**src/rtl/cbp_pkg.sv**
```systemverilog
// Shared types for the per-channel burst accumulation buffer.
package cbp_pkg;
    typedef logic [7:0] byte_t;
endpackage

```
**src/rtl/cbp_slots.sv**
```systemverilog
// Per-channel double-buffered byte storage.
// Each channel fills one half at a time. A filled half is reported once
// through push_* and stays full until the drain side frees it.
// Assumes at most one input byte per cycle; a byte is dropped when the
// half it would enter is still full.
module cbp_slots
    import cbp_pkg::*;
#(
    parameter int NCH = 4,
    parameter int BURST = 8,
    parameter int BPB = 4,
    localparam int CH_W = (NCH > 1) ? $clog2(NCH) : 1,
    localparam int CNT_W = (BURST > 1) ? $clog2(BURST) : 1,
    localparam int BEATS = BURST / BPB,
    localparam int BEAT_W = (BEATS > 1) ? $clog2(BEATS) : 1
) (
    input  logic              clk,
    input  logic              rst_n,
    input  logic              in_valid,
    input  logic [CH_W-1:0]   in_chan,
    input  byte_t             in_byte,
    output logic              push_valid,
    output logic [CH_W-1:0]   push_ch,
    output logic              push_bk,
    input  logic              free_valid,
    input  logic [CH_W-1:0]   free_ch,
    input  logic              free_bk,
    input  logic [CH_W-1:0]   rd_ch,
    input  logic              rd_bk,
    input  logic [BEAT_W-1:0] rd_beat,
    output logic [8*BPB-1:0]  rd_data,
    output logic [NCH-1:0]    ovf
);
    byte_t            store [NCH][2][BURST];
    logic [CNT_W-1:0] cnt   [NCH];
    logic             wsel  [NCH];
    logic [1:0]       full  [NCH];

    logic drop;

    // Whether the incoming byte lands on a half that is still occupied.
    always_comb drop = in_valid && full[in_chan][wsel[in_chan]];

    // Report a half as complete on the byte that fills it.
    always_comb begin
        push_valid = in_valid && !drop && (cnt[in_chan] == CNT_W'(BURST - 1));
        push_ch    = in_chan;
        push_bk    = wsel[in_chan];
    end

    // Fill counters, half select, full flags, drop flags and byte storage.
    always_ff @(posedge clk) begin
        if (!rst_n) begin
            for (int c = 0; c < NCH; c++) begin
                cnt[c]  <= '0;
                wsel[c] <= 1'b0;
                full[c] <= 2'b00;
            end
            ovf <= '0;
        end else begin
            if (free_valid) full[free_ch][free_bk] <= 1'b0;
            if (in_valid) begin
                if (drop) begin
                    ovf[in_chan] <= 1'b1;
                end else begin
                    store[in_chan][wsel[in_chan]][cnt[in_chan]] <= in_byte;
                    if (cnt[in_chan] == CNT_W'(BURST - 1)) begin
                        cnt[in_chan]                 <= '0;
                        wsel[in_chan]                <= !wsel[in_chan];
                        full[in_chan][wsel[in_chan]] <= 1'b1;
                    end else begin
                        cnt[in_chan] <= cnt[in_chan] + 1'b1;
                    end
                end
            end
        end
    end

    // Gather one memory-width beat from the half being drained.
    always_comb begin
        for (int k = 0; k < BPB; k++)
            rd_data[8*k +: 8] = store[rd_ch][rd_bk][int'(rd_beat) * BPB + k];
    end

    // a raised drop flag never clears before reset.
    a_r7_ovf_sticky: assert property (@(posedge clk) disable iff (!rst_n)
        (ovf != '0) |=> ((ovf & $past(ovf)) == $past(ovf)));

    // the drain side only frees a half that is full.
    a_r7_free_only_full: assert property (@(posedge clk) disable iff (!rst_n)
        free_valid |-> full[free_ch][free_bk]);
endmodule

```
**src/rtl/cbp_rdyq.sv**
```systemverilog
// Ready queue of completed halves, kept in completion order.
// Depth covers every half of every channel, so it cannot overfill.
module cbp_rdyq #(
    parameter int W = 3,
    parameter int DEPTH = 8,
    localparam int P_W = (DEPTH > 1) ? $clog2(DEPTH) : 1,
    localparam int C_W = $clog2(DEPTH + 1)
) (
    input  logic         clk,
    input  logic         rst_n,
    input  logic         push,
    input  logic [W-1:0] push_data,
    input  logic         pop,
    output logic [W-1:0] head,
    output logic         empty
);
    logic [W-1:0]   slots [DEPTH];
    logic [P_W-1:0] wp, rp;
    logic [C_W-1:0] count;

    always_comb empty = (count == '0);
    always_comb head = slots[rp];

    // Circular pointers with explicit wrap and an occupancy count.
    always_ff @(posedge clk) begin
        if (!rst_n) begin
            wp    <= '0;
            rp    <= '0;
            count <= '0;
        end else begin
            if (push) begin
                slots[wp] <= push_data;
                wp <= (wp == P_W'(DEPTH - 1)) ? '0 : wp + 1'b1;
            end
            if (pop) rp <= (rp == P_W'(DEPTH - 1)) ? '0 : rp + 1'b1;
            count <= count + C_W'(push) - C_W'(pop);
        end
    end

    // every completed half finds room in the queue.
    a_r7_queue_room: assert property (@(posedge clk) disable iff (!rst_n)
        push |-> (count < C_W'(DEPTH)) || pop);

    // never pop an empty queue.
    a_r4_pop_nonempty: assert property (@(posedge clk) disable iff (!rst_n)
        pop |-> !empty);
endmodule

```
**src/rtl/cbp_drain.sv**
```systemverilog
// Burst drain engine. Takes the oldest completed half from the ready
// queue, presents it as BEATS beats under a valid/ready handshake, frees
// the half after the final beat and advances the channel's burst pointer.
module cbp_drain #(
    parameter int NCH = 4,
    parameter int BEATS = 2,
    parameter int REGION = 3,
    localparam int CH_W = (NCH > 1) ? $clog2(NCH) : 1,
    localparam int BEAT_W = (BEATS > 1) ? $clog2(BEATS) : 1,
    localparam int PTR_W = (REGION > 1) ? $clog2(REGION) : 1,
    localparam int ADDR_W = $clog2(NCH * REGION)
) (
    input  logic              clk,
    input  logic              rst_n,
    input  logic              q_empty,
    input  logic [CH_W:0]     q_head,
    output logic              q_pop,
    input  logic              wr_ready,
    output logic              wr_valid,
    output logic              wr_first,
    output logic              wr_last,
    output logic [CH_W-1:0]   wr_chan,
    output logic [ADDR_W-1:0] wr_addr,
    output logic              cur_bk,
    output logic [BEAT_W-1:0] beat,
    output logic              free_valid
);
    localparam logic [ADDR_W-1:0] REG_A = ADDR_W'(REGION);

    logic             busy;
    logic [PTR_W-1:0] ptr [NCH];

    // Pull the next half whenever the port is idle.
    always_comb q_pop = !busy && !q_empty;

    // Beat presentation fields.
    always_comb begin
        wr_valid   = busy;
        wr_first   = (beat == '0);
        wr_last    = (beat == BEAT_W'(BEATS - 1));
        wr_addr    = ADDR_W'(wr_chan) * REG_A + ADDR_W'(ptr[wr_chan]);
        free_valid = busy && wr_ready && wr_last;
    end

    // Burst sequencing and per-channel address pointers.
    always_ff @(posedge clk) begin
        if (!rst_n) begin
            busy    <= 1'b0;
            beat    <= '0;
            wr_chan <= '0;
            cur_bk  <= 1'b0;
            for (int c = 0; c < NCH; c++) ptr[c] <= '0;
        end else if (q_pop) begin
            busy    <= 1'b1;
            beat    <= '0;
            wr_chan <= q_head[CH_W:1];
            cur_bk  <= q_head[0];
        end else if (busy && wr_ready) begin
            if (wr_last) begin
                busy <= 1'b0;
                ptr[wr_chan] <= (ptr[wr_chan] == PTR_W'(REGION - 1))
                                ? '0 : ptr[wr_chan] + 1'b1;
            end else begin
                beat <= beat + 1'b1;
            end
        end
    end

    // the pointer in use stays inside the region.
    a_r5_ptr_range: assert property (@(posedge clk) disable iff (!rst_n)
        busy |-> (ptr[wr_chan] < PTR_W'(REGION)));

    // the owning channel is held until the final beat is accepted.
    a_r3_chan_hold: assert property (@(posedge clk) disable iff (!rst_n)
        (busy && !(wr_ready && wr_last)) |=> (busy && $stable(wr_chan)));
endmodule

```
**src/rtl/chan_burst_packer.sv**
```systemverilog
// Top of the per-channel burst accumulation buffer. Connects the slot
// storage, the ready queue and the drain engine. The framer side has no
// stall; memory backpressure is absorbed by the second half of each slot.
// Assumes BURST_BYTES is a multiple of MEM_BYTES and NCH >= 2.
module chan_burst_packer
    import cbp_pkg::*;
#(
    parameter int NCH = 4,
    parameter int BURST_BYTES = 8,
    parameter int MEM_BYTES = 4,
    parameter int REGION_BURSTS = 3,
    localparam int CH_W = (NCH > 1) ? $clog2(NCH) : 1,
    localparam int ADDR_W = $clog2(NCH * REGION_BURSTS),
    localparam int BEATS = BURST_BYTES / MEM_BYTES,
    localparam int BEAT_W = (BEATS > 1) ? $clog2(BEATS) : 1
) (
    input  logic                   clk,
    input  logic                   rst_n,
    input  logic                   in_valid,
    input  logic [CH_W-1:0]        in_chan,
    input  logic [7:0]             in_byte,
    output logic                   wr_valid,
    input  logic                   wr_ready,
    output logic                   wr_first,
    output logic                   wr_last,
    output logic [CH_W-1:0]        wr_chan,
    output logic [ADDR_W-1:0]      wr_addr,
    output logic [8*MEM_BYTES-1:0] wr_data,
    output logic [NCH-1:0]         ovf
);
    logic              push_valid, push_bk;
    logic [CH_W-1:0]   push_ch;
    logic              free_valid, cur_bk;
    logic [BEAT_W-1:0] beat;
    logic              q_pop, q_empty;
    logic [CH_W:0]     q_head;

    cbp_slots #(.NCH(NCH), .BURST(BURST_BYTES), .BPB(MEM_BYTES)) slots_i (
        .clk, .rst_n, .in_valid, .in_chan, .in_byte,
        .push_valid, .push_ch, .push_bk,
        .free_valid, .free_ch(wr_chan), .free_bk(cur_bk),
        .rd_ch(wr_chan), .rd_bk(cur_bk), .rd_beat(beat),
        .rd_data(wr_data), .ovf
    );

    cbp_rdyq #(.W(CH_W + 1), .DEPTH(2 * NCH)) rdyq_i (
        .clk, .rst_n, .push(push_valid), .push_data({push_ch, push_bk}),
        .pop(q_pop), .head(q_head), .empty(q_empty)
    );

    cbp_drain #(.NCH(NCH), .BEATS(BEATS), .REGION(REGION_BURSTS)) drain_i (
        .clk, .rst_n, .q_empty, .q_head, .q_pop, .wr_ready,
        .wr_valid, .wr_first, .wr_last, .wr_chan, .wr_addr,
        .cur_bk, .beat, .free_valid
    );

    // a stalled beat keeps its valid, data and address.
    a_r6_hold_beat: assert property (@(posedge clk) disable iff (!rst_n)
        (wr_valid && !wr_ready) |=> (wr_valid && $stable(wr_data) && $stable(wr_addr)));

    // the beat after a final beat opens a new burst or the port is idle.
    a_r3_first_after_last: assert property (@(posedge clk) disable iff (!rst_n)
        (wr_valid && wr_ready && wr_last) |=> (!wr_valid || wr_first));
endmodule

```
**config.mk**
```make
export PLATFORM = sky130hd
export DESIGN_NAME = chan_burst_packer
export DESIGN_NICKNAME = d
export VERILOG_FILES = /design/src/rtl/cbp_pkg.sv /design/src/rtl/cbp_slots.sv /design/src/rtl/cbp_rdyq.sv /design/src/rtl/cbp_drain.sv /design/src/rtl/chan_burst_packer.sv
export SDC_FILE = /design/constraint.sdc
export NUM_CORES = 1
export LEC_CHECK = 0
export ABC_CLOCK_PERIOD_IN_PS = 10600
export BUFFER_PORTS_ARGS = -buffer_cell sky130_fd_sc_hd__buf_2
export CAP_MARGIN = 10
export CORE_UTILIZATION = 50
export DETAILED_ROUTE_END_ITERATION = 8
export PLACE_DENSITY = 0.66
export SETUP_SLACK_MARGIN = 0.15
export SLEW_MARGIN = 20
export SYNTH_ARGS = -nofsm -noshare
export SYNTH_HDL_FRONTEND = slang
export SYNTH_SLANG_ARGS = --single-unit
```
**constraint.sdc**
```tcl
create_clock -name clk -period 10.6 [get_ports clk]
set_input_delay 2.12 -clock clk [delete_from_list [all_inputs] [get_ports clk]]
set_output_delay 2.12 -clock clk [all_outputs]
set_load 0.01 [all_outputs]
```
==> results of run 1 <==
==> registers in the layout, summed over array words and instances (netlist names) <==
name / count
slots_i.store: 512
rdyq_i.slots: 24
slots_i.cnt: 12
drain_i.ptr: 8
slots_i.full: 8
rdyq_i.count: 4
slots_i.ovf: 4
slots_i.wsel: 4
rdyq_i.rp: 3
rdyq_i.wp: 3
drain_i.wr_chan: 2
drain_i.beat: 1
drain_i.cur_bk: 1
drain_i.wr_valid: 1
==> worst min-delay path by stage <==
| stage | endpoint | slack [ns] | cells after the start |
|---|---|---|---|
| after detailed placement | slots_i.full[3][1]$_DFF_P_ | 0.46 | 2 |
| final | slots_i.full[2][0]$_DFF_P_ | 0.48 | 2 |
| after global routing | slots_i.full[2][0]$_DFF_P_ | 0.51 | 2 |
| after CTS | slots_i.full[2][0]$_DFF_P_ | 0.48 | 2 |
| after floorplan | slots_i.full[3][1]$_DFF_P_ | 0.44 | 2 |
| after global placement | slots_i.wsel[2]$_DFF_P_ | 0.46 | 2 |
==> Yosys cell counts (3+ instances only) <==
library cell	count
nand3_1	5
nor2b_1	9
mux2i_1	7
ha_1	13
o21ai_0	15
nor3b_1	3
dfxtp_1	30
buf_2	8
and3_1	3
edfxtp_1	557
mux4_2	172
nor2_1	97
and2_1	6
clkbuf_1	34
nand2_1	56
nand2b_1	4
a21oi_1	3
a21boi_0	5
buf_1	11
o211a_1	3
inv_1	17
o21a_1	3
o211ai_1	5
fa_1	3
a31oi_1	4
or3_1	4
==> through the flow <==
step	worst slack [ns]	util	hold slack [ns]
after floorplan	5.81	-	0.438
after global placement	5.12	0.528	0.457
after detailed placement	5.06	0.528	0.464
after CTS	4.47	0.568	0.477
after global routing	4.39	0.568	0.510
final	4.53	0.568	0.478
==> area by class of cell <==
class                   instances  area [sq um]
flip-flops and latches        587         17300
multi-input cells             438          5380
repair buffers                 71           405
inverters                      19          71.3
fillers                      3369         19600
well taps                     600           751
clock inverters                27           287
clock buffers                  79          1560
==> logic make-up (layout without fill, tap and decap cells) <==
kind of cell,after synthesis,in the layout,share of synthesized area
simple gates,197,197,0.0372
buf+inv,72,196,0.0122
compound gates,40,40,0.0113
mux,183,183,0.175
flops,587,587,0.754
xor+xnor,2,2,0.000762
fa+ha+maj,16,16,0.00969
==> worst reg2reg max path: cells and delay by family (launching register included) <==
| family | cells | cell delay, ns |
|---|---|---|
| simple gates | 3 | 1.92 |
| flops | 1 | 0.36 |
| mux | 1 | 0.64 |
==> metal layers <==
metal	up-vias	wire length, um	part of all wire
li1	4649	-	-
met1	5763	20200	0.43
met2	371	23600	0.50
met3	85	2620	0.055
met4	0	1110	0.023
met5	-	0	0
==> power by group through the flow <==
| stage | Sequential (mW) | Combinational [mW] | Clock, mW |
|---|---|---|---|
| 2_1_floorplan | 2.63 | 1.10 | 0 |
| 4_1_cts | 2.64 | 1.53 | 2.04 |
| 6_report | 2.64 | 1.48 | 2.01 |
| 3_3_place_gp | 2.69 | 1.52 | 0 |
| 3_5_place_dp | 2.69 | 1.52 | 0 |
| 5_1_grt | 2.64 | 1.60 | 2.12 |
==> results.txt, run 1 <==
- Arrival time reported for the critical path endpoint: 3.95 ns
- Clock Tree Root: clkbuf_16
* Num rows: 78
- Measured in cells, the most critical reg-to-reg path has a length of 4.
* Total of warnings raised by yosys: 0
- Placed standard-cell area: 23900 sq um
- Die height: 216 um
* Ratio of cells with drive above 1 in the final layout: 0.275
* Met3 usage: 0.0355
- Combinational share of power: 0.242
- The first TritonRoute pass finished after 5 iterations.
* Power, Total: 6.13 mW
* Mapped Cells: 1097
- P per Cell Area: 238 nW/um^2
* Die width: 216 um
- Syn nets: 1127
- Across all layers, the routed design uses 10900 vias.
- Count of placed standard cells in the final layout, fillers left out: 1821
- In the layout the commonest cells are edfxtp_1, mux4_2, nor2_1, clkbuf_16.
- Reg2reg setup slack: 7.30 ns
- The region available for standard cell placement spans 45400 sq um.
- Critical path capture point type: output pin
- Highest clock rate: 0.165 GHz
- STA classifies the critical path startpoint as a flip-flop.
* Post-CTS Hold Fix Bufs: 0
* Top cells by area in the synthesized netlist: edfxtp_1, mux4_2, dfxtp_1
- The netlist uses 41 different library cells.
* Relative slew margins: 0.289
- Sequential Power Share: 0.430
- In this run the power spent charging and discharging nets is 1.62 mW.
* Top Family by Delay on Critical Path: buffers and inverters
* Most common library cell in the layout ignoring fill and taps: edfxtp_1
* Final setup fails: 0
- Clock power frac: 0.327
* Final estimated routing congestion in global placement: 0.790
* Class of the tightest hold or removal check: reg2reg
- Final nets: 1204
- Actual transition at the worst max-transition pin: 1.07 ns
- Synthesis-stage register bit count: 587
- The most critical setup path has its startpoint at drain_i.wr_chan[1]$_SDFFE_PN0P_.
* Post-synth design cell area: 23000 sq um
- CP Depth: 5
* Clock sink count: 587
- Category of the critical setup timing path: reg2out
- Setup repair after global routing left no endpoint under its margin.
- The worst hold path begins at slots_i.full[2][0]$_DFF_P_.
- Asr flop ratio synth: 0
* Maximum number of buffers from clock root to sink: 3
- The via count of the first global-routing pass was 11200.
- The run finished with clean final reports.
* Initial antenna violation count: 0
- The detail route stage leaves a number of antenna-violating nets equal to 0.
- Max Clock Skew: 0.0215 ns
- IO Pins: 59
* Maximum fanout encountered on the critical timing path: 67
* Final critical path time including I/O delays and setup: 6.07 ns
- The worst register-to-register path ends at slots_i.store[1][116]$_DFFE_PP_.
- After clock tree synthesis, the clock-pin slew on the worst setup and hold paths is 0.06 ns.
- Summed over all layers, the routed wires come to 47500 um.
- In this run the worst setup path terminates at wr_data[0].
* Portion of the post-synthesis area used by sequential elements: 0.754
- DR DRC count: 0
- TritonCTS built the clock tree.
- Pins over their slew limit: 0
* Number of buffer cells added on primary ports: 58
- Met2 usage: 0.337
- GRT Overall Usage: 0.209
- Summed over all instances, the cell type with the most area after synthesis is edfxtp_1.
- After routing the design area is 25800 sq um.
- In this run the static leakage power is 8.15 nW.
* Crit path buffers/inverters: 3
* Maximum vdd ir drop: 198 uV
- Detail-routed net length per standard cell: 26.1 um
- Post-CTS setup buffer count: 0
- The tool flagged a number of max-cap violations equal to 0.
- The share of synthesized area in the top cell type comes to 0.728.
* Top Usage Layer GRT: met2
* Met1 Resource Use GR: 0.295
- Die Outline Area: 46800 sq um
* Average vias per placed instance: 5.97
- Number of enable-type register cells in the synthesized netlist: 557
* Critical path, cell by cell: buf_4 -> buf_4 -> mux4_2 -> mux4_2 -> buf_2
* Avg Cell Area, Syn: 21.0 sq um
- Post-placement cell count: 1715
- In this run the critical register-to-register path is launched from slots_i.wsel[3]$_DFFE_PP_.
* Ys flop type: edfxtp_1
* Share of the cycle needed by the critical path after routing: 0.572
- Of the total power, the share spent switching nets is 0.265.
* HPWL after DPL: 27900 um
* Post-cts sizing count: 0
- Clock buffers created by TritonCTS: 57
* Starting density of the core: 0.507
- Relative to the synthesized area, the layout overhead comes to 12.2%.
* Final sum of negative setup slack: 0 ns
* Total global routing overflow: 0
- The number of hold violations in the final report is 0.
- STA puts the critical path data required time at 8.48 ns.
* Count of routing violations after the opening detailed-route iteration: 1258
- The H-tree was split into 2 levels.
* Worst-Skew Late Latency: 0.60 ns
- Global-route wire length before repair: 71500 um
* Maximum cell stage delay along the critical path: 0.81 ns
* Antenna fix cells: 0
* Slowest cell on the critical path: buf_4
- Internal power summed over all cells: 4.51 mW
* Maximum number of pins on one net before global-route repair: 121
Note: power is estimated with default switching activity, not from simulation.
==> run 2, diff against run 1 <==
--- a/config.mk
+++ b/config.mk
@@ -5,12 +5,13 @@
 export SDC_FILE = /design/constraint.sdc
 export NUM_CORES = 1
 export LEC_CHECK = 0
-export ABC_CLOCK_PERIOD_IN_PS = 10600
+export ABC_AREA = 1
+export ABC_CLOCK_PERIOD_IN_PS = 4900
 export BUFFER_PORTS_ARGS = -buffer_cell sky130_fd_sc_hd__buf_2
 export CAP_MARGIN = 10
 export CORE_UTILIZATION = 50
 export DETAILED_ROUTE_END_ITERATION = 8
-export PLACE_DENSITY = 0.66
+export PLACE_DENSITY = 0.69
 export SETUP_SLACK_MARGIN = 0.15
 export SLEW_MARGIN = 20
 export SYNTH_ARGS = -nofsm -noshare
==> constraint.sdc (replaced) <==
create_clock -name clk -period 4.9 [get_ports clk]
set_input_delay 0.98 -clock clk [delete_from_list [all_inputs] [get_ports clk]]
set_output_delay 0.98 -clock clk [all_outputs]
set_load 0.01 [all_outputs]
==> run 2 against run 1 <==
  * The run now ends with DRC left
  * Clock-buffer cell count decreased by 11
  * Critical path depth is 1 higher
  * Critical path type unchanged
  * Routed wire length rose by 19%
  * Clock skew rose by 0.0035 ns
  * Combinational power increased to 2.8 times the previous value
  * Global-route usage grew 2.9 points
  * Setup slack got worse by 4.0 ns
  * First-iteration DRC count increased by 28%
  * Final cell count rose by 39%
  * Worst hold slack got worse by 0.027 ns
  * Sequential share of layout area down 1.9 points
  * Synthesized cell count increased by 69%
==> results.txt, run 2 <==
- Run status: finished with violations
* Failing checks: DRC
* Starting density of the core: 0.509
- In this run the post-CTS setup repair buffer count came out at 0.
* Critical path capture point type: output pin
* Worst-Skew Late Latency: 0.62 ns
* Portion of netlist area occupied by mux cells: 0
- The initial antenna violation count was 0.
- The startpoint identified for the worst register-to-register timing path is drain_i.beat$_SDFFE_PP0N_.
- Post-synthesis cell type count: 33
* Die height: 220 um
- At the end of routability-driven placement, the weighted congestion stood at 0.869.
* Filler Cells Inserted: 3640
* Final sum of negative setup slack: 0 ns
* Number of enable-type register cells in the synthesized netlist: 557
* Asr flop ratio synth: 0
* DR DRC count: 4
- TritonCTS created 56 clock buffers.
- The tree built by TritonCTS fans out to 587 sinks.
* Worst r2r dst: drain_i.ptr[0][1]$_SDFFCE_PN0P_
- In the layout the commonest cells are edfxtp_1, nor2_1, o21ai_0, nand2_1, o221ai_1.
- Clock skew on the completed layout was measured at 0.0250 ns.
- Syn-to-layout area delta: 11.6%
* Wirelength, routed: 56700 um
- Maximum number of pins on one net before global-route repair: 107
- Ratio of cells with drive above 1 in the final layout: 0.120
- Post-CTS clock slew at the launch and capture registers of the worst setup and hold paths: 0.06 ns
- Detail-routed net length per standard cell: 22.5 um
- Arrival time reported for the critical path endpoint: 3.35 ns
* Total area of multi-input combinational cells: 5720 sq um
* Clock Tree Root: clkbuf_16
* Maximum number of buffers from clock root to sink: 3
* Die Outline Area: 48400 sq um
- Reg2reg setup slack: 1.55 ns
* Top cells by area in the synthesized netlist: edfxtp_1, o21ai_0, nor2_1
- The number of nets in the synthesized netlist is 1882.
- Dividing the detail-routed via count by the number of cells gives 6.03.
* Post-synth top area cell: edfxtp_1
- Combinational family with the most area after synthesis: compound AO/OA/AOI/OAI gates
- Area share of fa/ha/maj cells after synthesis: 0.00937
- Avg Cell Area, Syn: 12.8 sq um
* Antenna Violating Nets Remaining: 0
- Detailed Routing Iterations Pass 1: 9
- The number of hold violations in the final report is 0.
- Worst min-delay path endpoint: slots_i.ovf[1]$_SDFFE_PN0P_
* Maximum vdd ir drop: 284 uV
- The H-tree generated during clock tree synthesis spans 2 levels.
* Pins over their slew limit: 0
* Total of warnings raised by yosys: 0
- Most common library cell in the layout ignoring fill and taps: edfxtp_1
- Count of routing violations after the opening detailed-route iteration: 1607
- Post-synthesis xor/xnor area fraction: 0.000368
- In this run the power density over the cells is 543 nW/um^2.
- Of all nets on the critical path, the largest fanout is 34.
* Final setup fails: 0
* Setup repair after global routing missed its margin: no
- Final nets: 1905
- Highest clock rate: 0.231 GHz
* Worst hold start: slots_i.ovf[1]$_SDFFE_PN0P_
- Post-CTS Hold Fix Bufs: 0
* Final critical path time including I/O delays and setup: 4.33 ns
- Register area: 17300 sq um
- Relative slew margins: 0.325
* Via total after detailed routing: 15200
- Startpoint type of the worst setup path: flip-flop
* Post-synth design cell area: 23800 sq um
- Required time reported for the critical path endpoint: 3.92 ns
* Synthesis-stage register bit count: 587
- WHS Path Cells: 2
- The via count of the first global-routing pass was 14800.
- Counting cells, the worst reg-to-reg path comes to 7.
- The share of synthesized area in the top cell type comes to 0.703.
* Share of the cycle needed by the critical path after routing: 0.884
* Final hold slack: 0.451 ns
- The fraction of the mapped netlist area in compound gates was 0.122.
* Total global routing overflow: 0
- Top post-synthesis cells by count: edfxtp_1, nor2_1, o21ai_0
- Num rows: 79
- GRT Overall Usage: 0.238
- Global-route wire length before repair: 86600 um
- Portion of the post-synthesis area used by sequential elements: 0.729
- TritonCTS built the clock tree.
- The repair_antennas step left the layout with diodes totalling 0.
- Max reg flops: 512
- For this design the top-level I/O count stands at 59.
* Core area: 46800 sq um
- Class of the tightest hold or removal check: reg2reg
- By startpoint and endpoint, the worst setup path is classified as reg2out.
- Post-cts sizing count: 0
* HPWL after DPL: 33200 um
* Simple-gate share of the synthesized area: 0.109
* Cell with the most instances after synthesis: edfxtp_1
- Across the run, the number of max-cap violations was 0.
- Static Leak: 8.73 nW
- Number of buffer cells added on primary ports: 58
- The most used flip-flop cell after synthesis is edfxtp_1.
- In this run the horizontal extent of the chip is 220 um.
* Actual transition at the worst max-transition pin: 1.01 ns
* Mapped Cells: 1852
## run 2: cell count changes after synthesis, moves of 33 or more
cell / before / now
nand3_1: 5 / 52
o21ai_0: 15 / 285
clkbuf_1: 34 / 113
o22ai_1: 0 / 33
nand2_1: 56 / 133
o211ai_1: 5 / 45
nor2_1: 97 / 333
o221ai_1: 0 / 95
mux4_2: 172 / 0
## run 2: layout make-up
cell class                      instances  area share
Inverter                               54     0.00787
Tap cell                              607      0.0286
Multi-Input combinational cell       1083       0.216
Clock buffer                           68      0.0553
Timing Repair Buffer                   93      0.0223
Clock inverter                         34      0.0170
Sequential cell                       587       0.653
## run 2: metrics by stage
stage / std cells / setup WS, ns / area, sq um / total power [mW] / util
final: 2526 / 0.568 / 26500 / 14.4 / 0.568
after floorplan: 1852 / 1.33 / 23800 / 8.44 / -
after global routing: 2526 / 0.404 / 26500 / 15.0 / 0.568
after global placement: 2424 / 1.03 / 24600 / 9.90 / 0.527
after CTS: 2526 / 0.588 / 26500 / 14.4 / 0.568
after detailed placement: 2424 / 0.917 / 24600 / 9.98 / 0.527
## run 2: cell families (layout without fill, tap and decap cells)
| kind of cell | Yosys count | after routing |
|---|---|---|
| simple gates | 591 | 591 |
| fa+ha+maj | 16 | 16 |
| xor+xnor | 1 | 1 |
| compound gates | 475 | 475 |
| buf+inv | 182 | 249 |
| flops | 587 | 587 |
## run 2: how the worst max path moves through the flow
stage | start | end | slack [ns] | depth (start not counted)
2_1_floorplan | in_chan[1] | rdyq_i.count[2]$_SDFF_PN0_ | 1.33 | 15
3_3_place_gp | in_chan[1] | rdyq_i.count[2]$_SDFF_PN0_ | 1.03 | 15
3_5_place_dp | in_chan[1] | rdyq_i.count[2]$_SDFF_PN0_ | 0.92 | 15
4_1_cts | drain_i.wr_chan[0]$_SDFFE_PN0P_ | wr_addr[2] | 0.59 | 11
5_1_grt | drain_i.wr_chan[0]$_SDFFE_PN0P_ | wr_addr[2] | 0.40 | 11
6_report | drain_i.beat$_SDFFE_PP0N_ | wr_data[13] | 0.57 | 6
## run 2: power by group
part	leakage, nW	total [mW]	switching (mW)	internal, mW
sequential	5.29	5.76	0.199	5.56
clock	0.924	4.51	1.85	2.66
combinational	2.52	4.14	2.89	1.25
## run 2: critical path, cell delays in order (launching register included)
cell and delay [ns]:
dfxtp_1 0.30, buf_4 0.42, clkinv_1 0.94, buf_4 0.54, o211ai_1 0.21, nand2_1 0.12
buf_2 0.17
## run 2: per-layer routing
layer / GRT usage / part of all wire / vias to the layer above
li1: - / - / 6950
met5: 0 / 0 / -
met2: 0.384 / 0.48 / 660
met4: 0.0897 / 0.033 / 0
met1: 0.328 / 0.41 / 7525
met3: 0.0342 / 0.076 / 101
==> run 3, diff against run 2 <==
--- a/config.mk
+++ b/config.mk
@@ -10,6 +10,7 @@
 export BUFFER_PORTS_ARGS = -buffer_cell sky130_fd_sc_hd__buf_2
 export CAP_MARGIN = 10
 export CORE_UTILIZATION = 50
+export CTS_BUF_LIST = sky130_fd_sc_hd__clkbuf_16
 export DETAILED_ROUTE_END_ITERATION = 8
 export PLACE_DENSITY = 0.69
 export SETUP_SLACK_MARGIN = 0.15
==> run 3 against run 2 <==
  * The run still ends with DRC left
  * Via count grew 0.12%
  * Total power shrank 0.13%
  * Largest power group unchanged
  * Maximum frequency shrank 0.57%
  * First-iteration DRC count grew 0.81%
  * Clock power is essentially flat
  * Critical path type unchanged
  * Highest routed layer unchanged
==> results.txt, run 3 (synthesis results as in run 2) <==
* Pins over their slew limit: 0
- Relative to the synthesized area, the layout overhead comes to 11.6%.
- Buffers inserted during clock tree synthesis total 56.
- Ratio of cells with drive above 1 in the final layout: 0.120
* Num rows: 79
- Critical path capture point type: output pin
- Max Clock Skew: 0.0243 ns
* Count of routing violations after the opening detailed-route iteration: 1620
- Post-CTS clock slew at the launch and capture registers of the worst setup and hold paths: 0.06 ns
- The initial utilization of the core area, before any placement, comes to 0.509.
* Die Outline Area: 48400 sq um
- Total global routing overflow: 0
- In this run the critical register-to-register path is launched from drain_i.beat$_SDFFE_PP0N_.
- Required time reported for the critical path endpoint: 3.92 ns
- Derived from the worst setup path, the maximum achievable clock frequency is 0.230 GHz.
* Antenna fix cells: 0
- Worst hold start: slots_i.ovf[1]$_SDFFE_PN0P_
- VDD sags by at most 283 uV.
- Setup violations remaining at the end of the flow were counted as 0.
* Average vias per placed instance: 6.04
- Run status: finished with violations
- Failing checks: DRC
* Final nets: 1905
* Arrival time reported for the critical path endpoint: 3.38 ns
* Antenna Violating Nets Remaining: 0
- The root buffer cell chosen for the clock tree is clkbuf_16.
- The floorplan step set the die width to 220 um.
* Most common library cell in the layout ignoring fill and taps: edfxtp_1
- Number of global-route vias before repair: 14800
* Crit path buffers/inverters: 4
- Maximum number of pins on one net before global-route repair: 107
* Relative slew margins: 0.314
- Maximum number of buffers from clock root to sink: 3
- Critical path, cell by cell: buf_4 -> clkinv_1 -> buf_4 -> o211ai_1 -> nand2_1 -> buf_2
- Slowest cell on the critical path: clkinv_1
* Maximum cell stage delay along the critical path: 0.95 ns
- Max reg flops: 512
- Actual transition at the worst max-transition pin: 1.02 ns
- Of all nets on the critical path, the largest fanout is 34.
- Number of buffer cells added on primary ports: 58
* Setup repair after global routing missed its margin: no
- IO Pins: 59
- The first global-routing pass estimated 86600 um of wire.
* Core area: 46800 sq um
* Final sum of negative setup slack: 0 ns
* Max_cap viols: 0
- Detailed placement finished with a half-perimeter wire length of 33200 um.
- Share of the cycle needed by the critical path after routing: 0.889
- CTS saw 587 sinks.
- For this run, design rule violations remaining after detail routing come to 4.
* CTS tree: built
- In this run the power density over the cells is 542 nW/um^2.
- The number of cells on the worst reg-to-reg path is 7.
* Category of the critical setup timing path: reg2out
* Post-CTS Hold Fix Bufs: 0
- After detailed routing, the total wire length is 56800 um.
* Startpoint type of the worst setup path: flip-flop
- Final critical path time including I/O delays and setup: 4.36 ns
- H-tree lvl count: 2
- Detail-routed net length per standard cell: 22.5 um
- Post-CTS repair changed the size of 0 cells.
- Leaving out fill and tap cells, the most frequent cells in the layout are edfxtp_1, nor2_1, o21ai_0, nand2_1, o221ai_1.
- Post-CTS setup buffer count: 0
- Initial antenna violation count: 0
- Die height: 220 um
- The pre-antenna-repair detailed-routing pass consisted of 9 iterations.
* Final estimated routing congestion in global placement: 0.869
* Worst min-delay path endpoint: slots_i.ovf[1]$_SDFFE_PN0P_
- After the flow finishes, the layout carries non-filler instances totaling 2526.
- Reg2reg setup slack: 1.51 ns
- Final count of hold timing violations: 0
- The worst hold path was traced through 2 stages.
* GRT Overall Usage: 0.238
- Including well taps, the total number of placed cells is 2424.
- Summed over all cells, the static leakage comes to 8.78 nW.
* Class of the tightest hold or removal check: reg2reg
- Top Family by Delay on Critical Path: buffers and inverters
- Worst-Skew Late Latency: 0.62 ns
- Via total after detailed routing: 15300
* Most numerous cell on the critical path: buf_4
- Worst r2r dst: drain_i.ptr[0][1]$_SDFFCE_PN0P_
run 3: cell types whose count changed in the layout (fill, tap and decap cells not counted), sizes merged:
| cell | previous run | this run |
|---|---|---|
| clkbuf | 68 | 57 |
| inv | 52 | 63 |
run 3: worst reg2reg max path, delay by kind of cell (launching register included):
kind,cells,cell delay (ns)
buf+inv,2,1.40
simple gates,5,1.39
flops,1,0.31
run 3: cell type report:
| class | instances | area (sq um) |
|---|---|---|
| multi-input cells | 1083 | 5720 |
| flip-flops and latches | 587 | 17300 |
| well taps | 607 | 759 |
| clock buffers | 57 | 1430 |
| inverters | 54 | 209 |
| repair buffers | 93 | 591 |
| clock inverters | 45 | 493 |
| fillers | 3640 | 20200 |
run 3: worst max path at each step:
stage / startpoint / end / slack (ns) / depth (start not counted)
final: drain_i.beat$_SDFFE_PP0N_ / wr_data[13] / 0.54 / 6
after global routing: drain_i.wr_chan[0]$_SDFFE_PN0P_ / wr_addr[2] / 0.40 / 11
after CTS: drain_i.wr_chan[0]$_SDFFE_PN0P_ / wr_addr[2] / 0.59 / 11
after detailed placement: in_chan[1] / rdyq_i.count[2]$_SDFF_PN0_ / 0.92 / 15
after global placement: in_chan[1] / rdyq_i.count[2]$_SDFF_PN0_ / 1.03 / 15
after floorplan: in_chan[1] / rdyq_i.count[2]$_SDFF_PN0_ / 1.33 / 15
run 3: layer usage:
layer | vias up | GRT usage | part of all wire
met5 | - | 0 | 0
met4 | 0 | 0.0897 | 0.032
met1 | 7532 | 0.328 | 0.42
met3 | 99 | 0.0342 | 0.075
met2 | 679 | 0.384 | 0.48
li1 | 6945 | - | -
run 3: stage by stage:
| stage | worst slack, ns | utilization | hold slack [ns] | area (sq um) | power (mW) |
|---|---|---|---|---|---|
| 2_1_floorplan | 1.33 | - | 0.445 | 23800 | 8.44 |
| 3_3_place_gp | 1.03 | 0.527 | 0.437 | 24600 | 9.90 |
| 3_5_place_dp | 0.917 | 0.527 | 0.443 | 24600 | 9.98 |
| 4_1_cts | 0.588 | 0.568 | 0.453 | 26500 | 14.4 |
| 5_1_grt | 0.404 | 0.568 | 0.474 | 26500 | 15.0 |
| 6_report | 0.544 | 0.568 | 0.451 | 26500 | 14.4 |
run 3: power breakdown:
| part | switching (mW) | internal [mW] | total, mW |
|---|---|---|---|
| Combinational | 2.89 | 1.25 | 4.14 |
| Sequential | 0.199 | 5.56 | 5.76 |
| Clock | 1.85 | 2.64 | 4.49 |
